File: config.mk
export PLATFORM = sky130hd
export DESIGN_NAME = evt_irq_core
export DESIGN_NICKNAME = d
export VERILOG_FILES = /design/src/rtl/evt_irq_pkg.sv /design/src/rtl/evt_lowest_set.sv /design/src/rtl/evt_status_reg.sv /design/src/rtl/evt_cfg_regs.sv /design/src/rtl/evt_irq_core.sv
export SDC_FILE = /design/constraint.sdc
export NUM_CORES = 1
export LEC_CHECK = 0
export ABC_AREA = 0
export BUFFER_PORTS_ARGS = -buffer_cell sky130_fd_sc_hd__buf_2
export CORE_MARGIN = 3
export CORE_UTILIZATION = 40
export DETAILED_ROUTE_END_ITERATION = 12
export GPL_TIMING_DRIVEN = 1
export PLACE_DENSITY = 0.74
export SYNTH_ARGS = -nofsm -noshare
export SYNTH_HDL_FRONTEND = slang
export SYNTH_HIERARCHICAL = 1
export SYNTH_SLANG_ARGS = --single-unit
File: constraint.sdc
create_clock -name clk -period 2.99 [get_ports clk]
set_clock_uncertainty 0.2 [all_clocks]
set_input_delay 0.299 -clock clk [delete_from_list [all_inputs] [get_ports clk]]
set_output_delay 0.299 -clock clk [all_outputs]
set_load 0.005 [all_outputs]
File: src/rtl/evt_irq_pkg.sv
package evt_irq_pkg;
  localparam int REG_W    = 16;
  localparam int MASK_W   = 5;
  localparam int ADDR_W   = 3;
  localparam int EVT_N    = 8;

  localparam int BUSY_POS = 12;
  localparam int RXDMA_POS = 15;
  localparam int TXDMA_POS = 7;
  localparam int RRDY_POS = 3;
  localparam int XRDY_POS = 4;

  localparam logic [ADDR_W-1:0] A_ENABLE = 3'd0;
  localparam logic [ADDR_W-1:0] A_STATUS = 3'd1;
  localparam logic [ADDR_W-1:0] A_VECTOR = 3'd2;
  localparam logic [ADDR_W-1:0] A_DMACFG = 3'd3;

  // status bit position for each event strobe
  function automatic int evt_pos(input int idx);
    case (idx)
      0:       return 1;
      1:       return 2;
      2:       return 3;
      3:       return 4;
      4:       return 9;
      5:       return 10;
      6:       return 11;
      default: return 15;
    endcase
  endfunction
endpackage

File: src/rtl/evt_lowest_set.sv
module evt_lowest_set #(
  parameter int W = 5,
  localparam int IDX_W = $clog2(W + 1)
) (
  input  logic [W-1:0]     vec_i,
  output logic [W-1:0]     sel_o,
  output logic [IDX_W-1:0] code_o
);
  // isolate the lowest set bit
  assign sel_o = vec_i & (~vec_i + W'(1));

  always_comb begin
    code_o = '0;
    for (int i = W - 1; i >= 0; i--) begin
      if (vec_i[i]) code_o = IDX_W'(i + 1);
    end
  end


  always_comb begin
    lowest_onehot_chk: assert ($onehot0(sel_o));
  end
endmodule

File: src/rtl/evt_status_reg.sv
module evt_status_reg
  import evt_irq_pkg::*;
#(
  parameter int W     = REG_W,
  parameter int EVT_W = EVT_N,
  localparam int POS_W = $clog2(W)
) (
  input  logic             clk,
  input  logic             rst_n,
  input  logic             en_i,
  input  logic [EVT_W-1:0] set_evt_i,
  input  logic [W-1:0]     clr_i,
  output logic [W-1:0]     status_o
);
  logic [W-1:0] set_vec;
  logic [W-1:0] status_q;

  always_comb begin
    set_vec = '0;
    for (int i = 0; i < EVT_W; i++) begin
      set_vec[POS_W'(evt_pos(i))] = set_vec[POS_W'(evt_pos(i))] | set_evt_i[i];
    end
  end

  always_ff @(posedge clk) begin
    if (!rst_n || !en_i) status_q <= '0;
    else                 status_q <= (status_q | set_vec) & ~clr_i;
  end

  assign status_o = status_q;


  vec_clear_chk: assert property (@(posedge clk) disable iff (!rst_n)
    (clr_i != '0) |=> ((status_q & $past(clr_i)) == '0));


  evt_set_chk: assert property (@(posedge clk) disable iff (!rst_n)
    (en_i && set_evt_i != '0) |=>
      ((status_q & $past(set_vec & ~clr_i)) == $past(set_vec & ~clr_i)));
endmodule

File: src/rtl/evt_cfg_regs.sv
module evt_cfg_regs
  import evt_irq_pkg::*;
#(
  parameter int MW = MASK_W,
  parameter int DW = REG_W
) (
  input  logic          clk,
  input  logic          rst_n,
  input  logic          en_i,
  input  logic          wr_mask_i,
  input  logic          wr_dma_i,
  input  logic [DW-1:0] wdata_i,
  output logic [MW-1:0] mask_o,
  output logic [DW-1:0] dma_o
);
  localparam logic [DW-1:0] DMA_KEEP = (DW'(1) << RXDMA_POS) | (DW'(1) << TXDMA_POS);

  logic [MW-1:0] mask_q, mask_d;
  logic [DW-1:0] dma_q, dma_d;

  always_comb begin
    mask_d = mask_q;
    dma_d  = dma_q;
    if (wr_mask_i) mask_d = wdata_i[MW-1:0];
    if (wr_dma_i) begin
      dma_d = wdata_i & DMA_KEEP;
      if (wdata_i[RXDMA_POS]) mask_d[RRDY_POS] = 1'b0;
      if (wdata_i[TXDMA_POS]) mask_d[XRDY_POS] = 1'b0;
    end
  end

  always_ff @(posedge clk) begin
    if (!rst_n || !en_i) begin
      mask_q <= '0;
      dma_q  <= '0;
    end else begin
      mask_q <= mask_d;
      dma_q  <= dma_d;
    end
  end

  assign mask_o = mask_q;
  assign dma_o  = dma_q;


  rx_dma_mask_chk: assert property (@(posedge clk) disable iff (!rst_n)
    (wr_dma_i && !wr_mask_i && wdata_i[RXDMA_POS]) |=> !mask_q[RRDY_POS]);


  tx_dma_mask_chk: assert property (@(posedge clk) disable iff (!rst_n)
    (wr_dma_i && !wr_mask_i && wdata_i[TXDMA_POS]) |=> !mask_q[XRDY_POS]);
endmodule

File: src/rtl/evt_irq_core.sv
module evt_irq_core
  import evt_irq_pkg::*;
(
  input  logic              clk,
  input  logic              rst_n,
  input  logic              ctl_en,
  input  logic [EVT_N-1:0]  evt_set,
  input  logic              bus_busy,
  input  logic              reg_wr,
  input  logic              reg_rd,
  input  logic [ADDR_W-1:0] reg_addr,
  input  logic [REG_W-1:0]  reg_wdata,
  output logic [REG_W-1:0]  reg_rdata,
  output logic              irq,
  output logic [1:0]        dma_req
);
  localparam int IDX_W = $clog2(MASK_W + 1);

  logic [REG_W-1:0]  status;
  logic [MASK_W-1:0] mask;
  logic [REG_W-1:0]  dma_cfg;
  logic [MASK_W-1:0] pend, pend_sel;
  logic [IDX_W-1:0]  vec_code;
  logic [REG_W-1:0]  clr_bits;
  logic [REG_W-1:0]  rd_mux, rd_status;
  logic [REG_W-1:0]  rdata_q;
  logic              wr_mask, wr_dma, rd_vec;

  assign wr_mask = reg_wr && (reg_addr == A_ENABLE);
  assign wr_dma  = reg_wr && (reg_addr == A_DMACFG);
  assign rd_vec  = reg_rd && (reg_addr == A_VECTOR);

  evt_cfg_regs #(.MW(MASK_W), .DW(REG_W)) u_cfg (
    .clk(clk), .rst_n(rst_n), .en_i(ctl_en),
    .wr_mask_i(wr_mask), .wr_dma_i(wr_dma), .wdata_i(reg_wdata),
    .mask_o(mask), .dma_o(dma_cfg)
  );

  assign pend = status[MASK_W-1:0] & mask;

  evt_lowest_set #(.W(MASK_W)) u_low (
    .vec_i(pend), .sel_o(pend_sel), .code_o(vec_code)
  );

  assign clr_bits = rd_vec ? REG_W'(pend_sel) : '0;

  evt_status_reg #(.W(REG_W), .EVT_W(EVT_N)) u_stat (
    .clk(clk), .rst_n(rst_n), .en_i(ctl_en),
    .set_evt_i(evt_set), .clr_i(clr_bits), .status_o(status)
  );

  always_comb begin
    rd_status = status;
    rd_status[BUSY_POS] = bus_busy;
    case (reg_addr)
      A_ENABLE: rd_mux = REG_W'(mask);
      A_STATUS: rd_mux = rd_status;
      A_VECTOR: rd_mux = REG_W'(vec_code);
      A_DMACFG: rd_mux = dma_cfg;
      default:  rd_mux = '0;
    endcase
  end

  always_ff @(posedge clk) begin
    if (!rst_n || !ctl_en) rdata_q <= '0;
    else if (reg_rd)       rdata_q <= rd_mux;
  end

  assign reg_rdata  = rdata_q;
  assign irq        = |pend;
  assign dma_req[0] = dma_cfg[RXDMA_POS] & status[RRDY_POS];
  assign dma_req[1] = dma_cfg[TXDMA_POS] & status[XRDY_POS];


  vec_zero_chk: assert property (@(posedge clk) disable iff (!rst_n)
    (ctl_en && rd_vec && !irq) |=> (reg_rdata == '0));


  dis_clear_chk: assert property (@(posedge clk) disable iff (!rst_n)
    (!ctl_en) |=> (reg_rdata == '0 && !irq && dma_req == 2'b00));
endmodule

* Word level (Yosys, flattened, before mapping)
Index checks and enable logic that the tools add are counted.
** Storage, ports and cells
- Register bits :: 39
- Input port bits :: 33
- Output and inout bits :: 19
- Word-level logic and storage cells :: 36
** Cells by class
- $add $sub $neg :: 1
- Equality and inequality tests :: 3
- Mux-type cells :: 11
- Bitwise gates (word level) :: 8
- Reduce and logical (&&, ||, !) cells :: 8
** Operators with widths (count)
- 16-bit case mux with 4 select lines :: 1
- 16-bit AND :: 1
- 5-bit NOT with 16-bit output :: 1
- 16-bit by 5-bit OR with 16-bit output :: 1
- 3-bit 2-to-1 mux :: 5
- 5-bit AND :: 2
- 5-bit 2-to-1 mux :: 2
- 3-bit by 2-bit == test with 1-bit output (second input constant) :: 2
- 5-bit by 1-bit adder with 5-bit output (second input constant) :: 1
- 5-bit NOT :: 1
- 5-bit OR reduction :: 1
- 3-bit by 1-bit == test with 1-bit output (second input constant) :: 1
- 1-bit logical AND :: 3
- 3-bit logical NOT :: 1
- 1-bit AND :: 2
- 1-bit logical NOT :: 2
- 1-bit 2-to-1 mux :: 2
- 2-bit 2-to-1 mux :: 1
- 1-bit logical OR :: 1

* Depth between registers and ports, before layout
Gate-level depths: netlist (run 1).
- Word-level depth :: 7
- Mapped depth :: 6
- Depth with buffers taken out :: 6

* Hierarchy
The synthesis (run 1) kept the hierarchy.
** Modules (own cells, without submodules)
- evt_irq_core :: times used 1, cells each 117, area each 999.7 sq um, sequential area each 320.3 sq um
- evt_status_reg :: times used 1, cells each 38, area each 513.0 sq um, sequential area each 320.3 sq um
- evt_cfg_regs :: times used 1, cells each 38, area each 367.9 sq um, sequential area each 140.1 sq um
- evt_lowest_set :: times used 1, cells each 12, area each 75.1 sq um, sequential area each 0.0 sq um

* Worst setup path after synthesis (run 1)
Ideal clock, no wire load.
- Kind :: reg2out
- Start :: reg u_cfg.mask_q[0], in the netlist u_cfg/mask_o[0]
- End :: out irq
- Arrival time :: 1115 ps
- Data required time :: 2491 ps
- Slack :: 1376 ps
- Stages on the path, launching flop included :: 4
- Buffers on the path :: 0
- Path through :: dfxtp_1 > and2_1 > or2_1 > or4_1
** On the way
- Cells in the longest elaborated chain, start to end :: 2
** RTL lines
- start: declaration :: RTL line evt_cfg_regs.sv:18 : logic [MW-1:0] mask_q, mask_d;
- start signal: assignment :: RTL line evt_cfg_regs.sv:37 : mask_q <= mask_d;
- 5-bit AND :: RTL line evt_irq_core.sv:39 : assign pend = status[MASK_W-1:0] & mask;
- net pend[0] :: RTL line evt_irq_core.sv:22 : logic [MASK_W-1:0] pend, pend_sel;
- 5-bit OR reduction :: RTL line evt_irq_core.sv:70 : assign irq = |pend;
- end: declaration :: RTL line evt_irq_core.sv:14 : output logic irq,
The timed path passes the listed nets, and every way through them passes these cells.

* Worst setup path in the final report (run 1)
Ends and elaborated chain as after synthesis.

==> results of run 1 <==
state kept, by name, indices dropped and copies added, names as in the netlist:
register,cells
u_stat/status_o,15
reg_rdata,16
u_cfg/mask_o,5
u_cfg/dma_o,2
per-stage QoR:
step	worst slack, ns	cell area, um2
2_1_floorplan	1.376	2006
5_1_grt	0.7879	2225
3_5_place_dp	0.9710	2092
3_3_place_gp	1.024	2092
4_1_cts	0.8592	2225
6_report	0.8748	2225
final timing paths:
kind | startpoint | cells past startpoint | endpoint
min | reg_wdata[0] | 3 | u_cfg/mask_o[0]$_SDFFE_PP0P_
max reg2reg | u_cfg/mask_o[0]$_SDFFE_PP0P_ | 6 | reg_rdata[2]$_SDFFE_PP0P_
min reg2reg | u_stat/status_o[9]$_SDFF_PP0_ | 1 | u_stat/status_o[9]$_SDFF_PP0_
max | u_cfg/mask_o[0]$_SDFFE_PP0P_ | 4 | irq
power groups by stage:
stage          combinational (W)  sequential (W)  clock (W)
2_1_floorplan          0.0000679        0.000525          0
5_1_grt                0.0000894        0.000515   0.000476
3_3_place_gp           0.0000768        0.000526          0
3_5_place_dp           0.0000776        0.000526          0
6_report               0.0000792        0.000514   0.000442
4_1_cts                0.0000798        0.000514   0.000459
layout make-up:
cell class | instances | area (um2) | share of cell area (%)
tap | 52 | 65.06 | 2.925
clock inverter | 1 | 30.03 | 1.350
timing repair buffer | 40 | 210.2 | 9.449
sequential | 38 | 760.7 | 34.20
clock buffer | 6 | 82.58 | 3.712
multi-input combinational | 162 | 1069 | 48.03
inverter | 2 | 7.507 | 0.3375
tightest hold or removal path, stage by stage:
cell and delay [ns]:
buf_2 0.08, mux2i_1 0.05, nor2_1 0.07
routing by layer:
| layer | global-route usage (%) | vias to the layer above | routed length (um) |
|---|---|---|---|
| met4 | 5.243 | 0 | 63 |
| met2 | 23.20 | 25 | 1772 |
| met5 | 0 | - | 0 |
| li1 | - | 742 | - |
| met1 | 18.39 | 642 | 1751 |
| met3 | 4.354 | 5 | 148 |
==> summary.md, run 1 <==
| Metric | Value |
|---|---|
| # DRC | `0` |
| Overall power | `0.001035 W` |
| Setup crit end kind | `primary output` |
| Total of fill cells in the finished design | `436` |
| Ports | `52` |
| Initial drt markers | `64` |
| Buffers added on ports | `38` |
| Initial Util | `42.69%` |
| Cells after Synth | `203` |
| Final core utilization | `49.39%` |
| Syn avg cell area | `9.473 um2` |
| Leak | `0.9564 nW` |
| Most frequent cells in the layout | `38 x buf_2, 38 x dfxtp_1, 24 x conb_1, 23 x nor2_1` |
| Overall via count from detail_route | `1414` |
| TritonCTS clock tree | `built` |
| Post-DP HPWL | `2.676 mm` |
| Drt pass-1 iters | `4` |
| Layout area overhead | `15.68%` |
| Clk pwr share | `42.7%` |
| Tot GR Track Use | `14.45%` |
| Int Power | `0.0008129 W` |
| Crit Path Max Fanout | `7` |
| Worst setup SP type | `flip-flop` |
| Worst EP required | `2.49 ns` |
| Rel. slew slack | `42.19%` |
| Hold Path Class | `input port to flip-flop` |
| Clk buf depth | `2` |
| Height of the die | `75.34 um` |
| Final-report hold violation count | `0` |
| Clock root buffer | `clkbuf_8` |
| Maximum VDD drop | `0.0002119 V` |
| # clock sinks | `38` |
| Synthesis Warnings | `6` |
| Crit-path leading delay family | `simple AND/OR/NAND/NOR gates` |
| Cell Area, Synth | `1923 um2` |
| Psw | `0.0002226 W` |
| Vias per cell | `4.698` |
| Num rows | `24` |
| Routability cong. | `0.7664` |
| Hold slack | `0.05307 ns` |
| Least-Margin Pin Slew | `0.8605 ns` |
| Core area | `4504 um2` |
| Initial antenna violation count | `0` |
| Setup TNS | `0 ns` |
| Max incr delay on CP | `0.40 ns` |
| Nets | `282` |
| Achievable frequency | `0.4728 GHz` |
| Die ar. | `5675 um2` |
| Clock Pin Slew Worst Setup and Hold Paths | `0.07 ns` |
| Sw Ratio | `21.50%` |
| First-pass GRT wire length | `6.154 mm` |
| Crit path kind | `flip-flop to primary output` |
| Max-cap violations | `0` |
| Vias in the first global route | `1360` |
| Total CTS buffers | `5` |
| Non-filler cells, final | `301` |
| Fin. max-slew vios | `0` |
| Post-cts repair resize count | `0` |
| Number of setup buffers added after CTS | `0` |
| Wirelength per Cell | `12.41 um` |
| Detailed Route WL | `3.736 mm` |
| RSZ-0062 raised after global routing | `no` |
| Tmin final | `2.115 ns` |
| Crit-path slowest cell | `or4_1` |
| Worst Path Arrival | `1.62 ns` |
| Share of cells above drive strength 1 | `28.11%` |
| Sequential Power Share | `49.7%` |
| Final worst-path cycle share | `70.74%` |
| Die X-Extent | `75.34 um` |
| Number of antenna diodes | `0` |
| P per Cell Area | `465.5 nW/um2` |
| Comb power frac | `7.7%` |
| Worst path buffer plus inverter count | `1` |
| Skew-Pair Late Insertion Delay | `0.28 ns` |
| Crit path cell chain | `and2_1 > or2_1 > or4_1 > buf_2` |
| R2R Setup Slk | `1.23 ns` |
| ANT nets after route | `0` |
| Largest net degree at the start of global routing | `23` |
| Setup Viol. Count Final | `0` |
| Aggregate global routing overflow | `0` |
| Outcome | `complete, no violations` |
| CTS Hold Bufs | `2` |
| CTS H-tree depth | `2` |
| Post-placement cell count | `292` |
No activity file was read; power rests on OpenSTA's default activity.
==> run 2, diff against run 1 <==
--- a/config.mk
+++ b/config.mk
@@ -11,7 +11,7 @@
 export CORE_UTILIZATION = 40
 export DETAILED_ROUTE_END_ITERATION = 12
 export GPL_TIMING_DRIVEN = 1
-export PLACE_DENSITY = 0.74
+export PLACE_DENSITY = 0.77
 export SYNTH_ARGS = -nofsm -noshare
 export SYNTH_HDL_FRONTEND = slang
 export SYNTH_HIERARCHICAL = 1
==> constraint.sdc (replaced) <==
create_clock -name clk -period 1.75 [get_ports clk]
set_clock_uncertainty 0.2 [all_clocks]
set_input_delay 0.175 -clock clk [delete_from_list [all_inputs] [get_ports clk]]
set_output_delay 0.175 -clock clk [all_outputs]
set_load 0.005 [all_outputs]
==> summary.md, run 2 (same netlist as run 1, synthesis figures left out) <==
| Metric | Value |
|---|---|
| Comb power frac | `9.1% (+1.4 points)` |
| Post-DP HPWL | `2.927 mm (+9.4%)` |
| Setup Viol. Count Final | `1 (+1)` |
| P per Cell Area | `752.7 nW/um2 (+62%)` |
| Final-report hold violation count | `0 (unchanged)` |
| Achievable frequency | `0.5287 GHz` |
| Least-Margin Pin Slew | `0.5386 ns (-0.3219 ns)` |
| Total of fill cells in the finished design | `410 (-6.0%)` |
| Crit Path Max Fanout | `4 (-3)` |
| First-pass GRT wire length | `6.423 mm (+4.4%)` |
| Number of flip-flops in the largest register | `16 (unchanged)` |
| Rel. slew slack | `64.01% (+22 points)` |
| Clock Pin Slew Worst Setup and Hold Paths | `0.07 ns (about the same)` |
| CTS H-tree depth | `2 (unchanged)` |
| Share of cells above drive strength 1 | `32.09% (+4.0 points)` |
| # DRC | `0 (unchanged)` |
| Routability cong. | `0.8729 (+14%)` |
| Worst Path Arrival | `1.52 ns (-0.10 ns)` |
| CP endpoint | `irq` |
| Die X-Extent | `75.34 um (unchanged)` |
| Ports | `52 (unchanged)` |
| Tot GR Track Use | `15.21% (+0.76 points)` |
| Nets | `301 (+6.7%)` |
| Max-cap violations | `0 (unchanged)` |
| Detailed Route WL | `4.148 mm (+11%)` |
| Vias per cell | `4.709 (+0.25%)` |
| Commonest non-fill, non-tap cell in the layout | `buf_2` |
| Sequential Power Share | `48.7% (-1.0 points)` |
| Final setup margin | `-0.1415 ns (-1.016 ns)` |
| RSZ-0062 raised after global routing | `yes` |
| R2R depth | `6 (unchanged)` |
| Initial antenna violation count | `0 (unchanged)` |
| Setup WS pre-CTS | `0.06888 ns (-0.9021 ns)` |
| Hold Path Class | `input port to flip-flop` |
| Skew-Pair Late Insertion Delay | `0.29 ns (about the same)` |
| Wirelength per Cell | `12.96 um (+4.4%)` |
| Crit path launch | `u_cfg/mask_o[3]$_SDFF_PP0_` |
| ANT nets after route | `0 (unchanged)` |
| Num rows | `24 (unchanged)` |
| Footprint of the multi-input gates | `1076 um2 (+0.70%)` |
| Clk pwr share | `42.2% (-0.5 points)` |
| Buffers added on ports | `38 (unchanged)` |
| Setup TNS | `-0.1415 ns (-0.1415 ns)` |
| Drt pass-1 iters | `4 (unchanged)` |
| Psw | `0.0003929 W (+76%)` |
| Worst r2r dst | `reg_rdata[2]$_SDFFE_PP0P_` |
| Sw Ratio | `21.81% (+0.31 points)` |
| Worst EP required | `1.37 ns (-1.12 ns)` |
| FF+latch area | `762.0 um2 (+0.16%)` |
| Failing checks | `negative setup slack` |
| R2R Setup Slk | `0.02 ns (-1.21 ns)` |
| Core area | `4504 um2 (unchanged)` |
| Total CTS buffers | `5 (unchanged)` |
| Vias in the first global route | `1408 (+3.5%)` |
| Aggregate global routing overflow | `0 (unchanged)` |
| Hold slack | `0.01887 ns (-0.03420 ns)` |
| Most frequent cells in the layout | `38 x buf_2, 37 x dfxtp_1, 24 x conb_1, 23 x nor2_1` |
| Clk buf depth | `2 (unchanged)` |
| Layout area overhead | `24.46%` |
| Crit path kind | `flip-flop to primary output` |
| Reg2reg start | `u_cfg/mask_o[1]$_SDFFE_PP0P_` |
| Number of antenna diodes | `0 (unchanged)` |
| Final worst-path cycle share | `108.1%` |
| Fin. max-slew vios | `0 (unchanged)` |
| Largest net degree at the start of global routing | `18 (-22%)` |
| Initial Util | `42.69% (unchanged)` |
| Tmin final | `1.892 ns` |
| TritonCTS clock tree | `built` |
| Overall via count from detail_route | `1507 (+6.6%)` |
| Post-placement cell count | `302 (+3.4%)` |
| Worst setup SP type | `flip-flop` |
| Initial drt markers | `97 (+52%)` |
| Die ar. | `5675 um2 (unchanged)` |
| Clock root buffer | `clkbuf_8` |
| Outcome | `finished, violations left` |
| Int Power | `0.001409 W (+73%)` |
| Leak | `1.052 nW (+10%)` |
| Height of the die | `75.34 um (unchanged)` |
| Setup crit end kind | `primary output` |
| Non-filler cells, final | `320 (+6.3%)` |
| Overall power | `0.001802 W (+74%)` |
| Maximum VDD drop | `0.0003479 V (+64%)` |
| # clock sinks | `38 (unchanged)` |
[run 2: changes by cell type in the layout (fill, tap and decap cells not counted)]
cell / delta
and2_4: +3
dfxtp_2: +1
and2_1: -3
buf_4: +12
dlygate4sd3_1: +7
dfxtp_1: -1
[run 2: worst min-delay path by stage]
stage | endpoint | startpoint | cells past startpoint | slack (ns)
after floorplan | u_cfg/mask_o[4]$_SDFF_PP0_ | reg_wdata[7] | 1 | 0.07
after global placement | u_cfg/mask_o[4]$_SDFF_PP0_ | reg_wdata[7] | 2 | 0.18
after detailed placement | u_cfg/mask_o[4]$_SDFF_PP0_ | reg_wdata[7] | 2 | 0.19
after CTS | u_cfg/mask_o[3]$_SDFF_PP0_ | reg_wdata[3] | 3 | 0.007
after global routing | u_cfg/mask_o[3]$_SDFF_PP0_ | reg_wdata[3] | 3 | 0.04
final | u_cfg/mask_o[4]$_SDFF_PP0_ | reg_wdata[4] | 3 | 0.02
[run 2: cell type report]
class                           count  area share, %
Tap cell                           52          2.718
Inverter                            2         0.3136
Timing Repair Buffer               59          15.47
Clock buffer                        6          3.450
Sequential cell                    38          31.83
Clock inverter                      1          1.255
Multi-Input combinational cell    162          44.96
[run 2: what timing repair did]
action                                  in CTS  in global routing
hold buffers                                 9                  0
pin swaps                                    0                  1
gates resized for setup                      3                  2
buffers inserted                             1                  1
endpoints found under the hold margin       11                  0
endpoints found under the setup margin       1                  2
[run 2: metal layers]
| layer | vias to the layer above | global-route usage [%] | part of all wire, % |
|---|---|---|---|
| li1 | 780 | - | - |
| met1 | 694 | 19.09 | 46 |
| met2 | 26 | 25.12 | 48 |
| met3 | 7 | 4.090 | 4.3 |
| met4 | 0 | 5.437 | 1.5 |
| met5 | - | 0 | 0 |
[run 2: metrics by stage]
stage | cell area (um2) | utilization [%]
after floorplan | 2006 | -
after global placement | 2167 | 48.11
after detailed placement | 2167 | 48.11
after CTS | 2384 | 52.92
after global routing | 2394 | 53.14
final | 2394 | 53.14
[run 2: worst max-delay path, stage by stage (launching register included)]
cell and delay [ns]:
dfxtp_2 0.32, and2_4 0.15, or2_1 0.22, or4_1 0.40, buf_2 0.14
[run 2: power groups by stage]
stage	registers (W)	logic, W	clock network (W)
final	0.000878	0.000164	0.000760
after global routing	0.000879	0.000181	0.000810
after CTS	0.000878	0.000162	0.000775
after detailed placement	0.000898	0.000145	0
after global placement	0.000898	0.000144	0
after floorplan	0.000897	0.000116	0
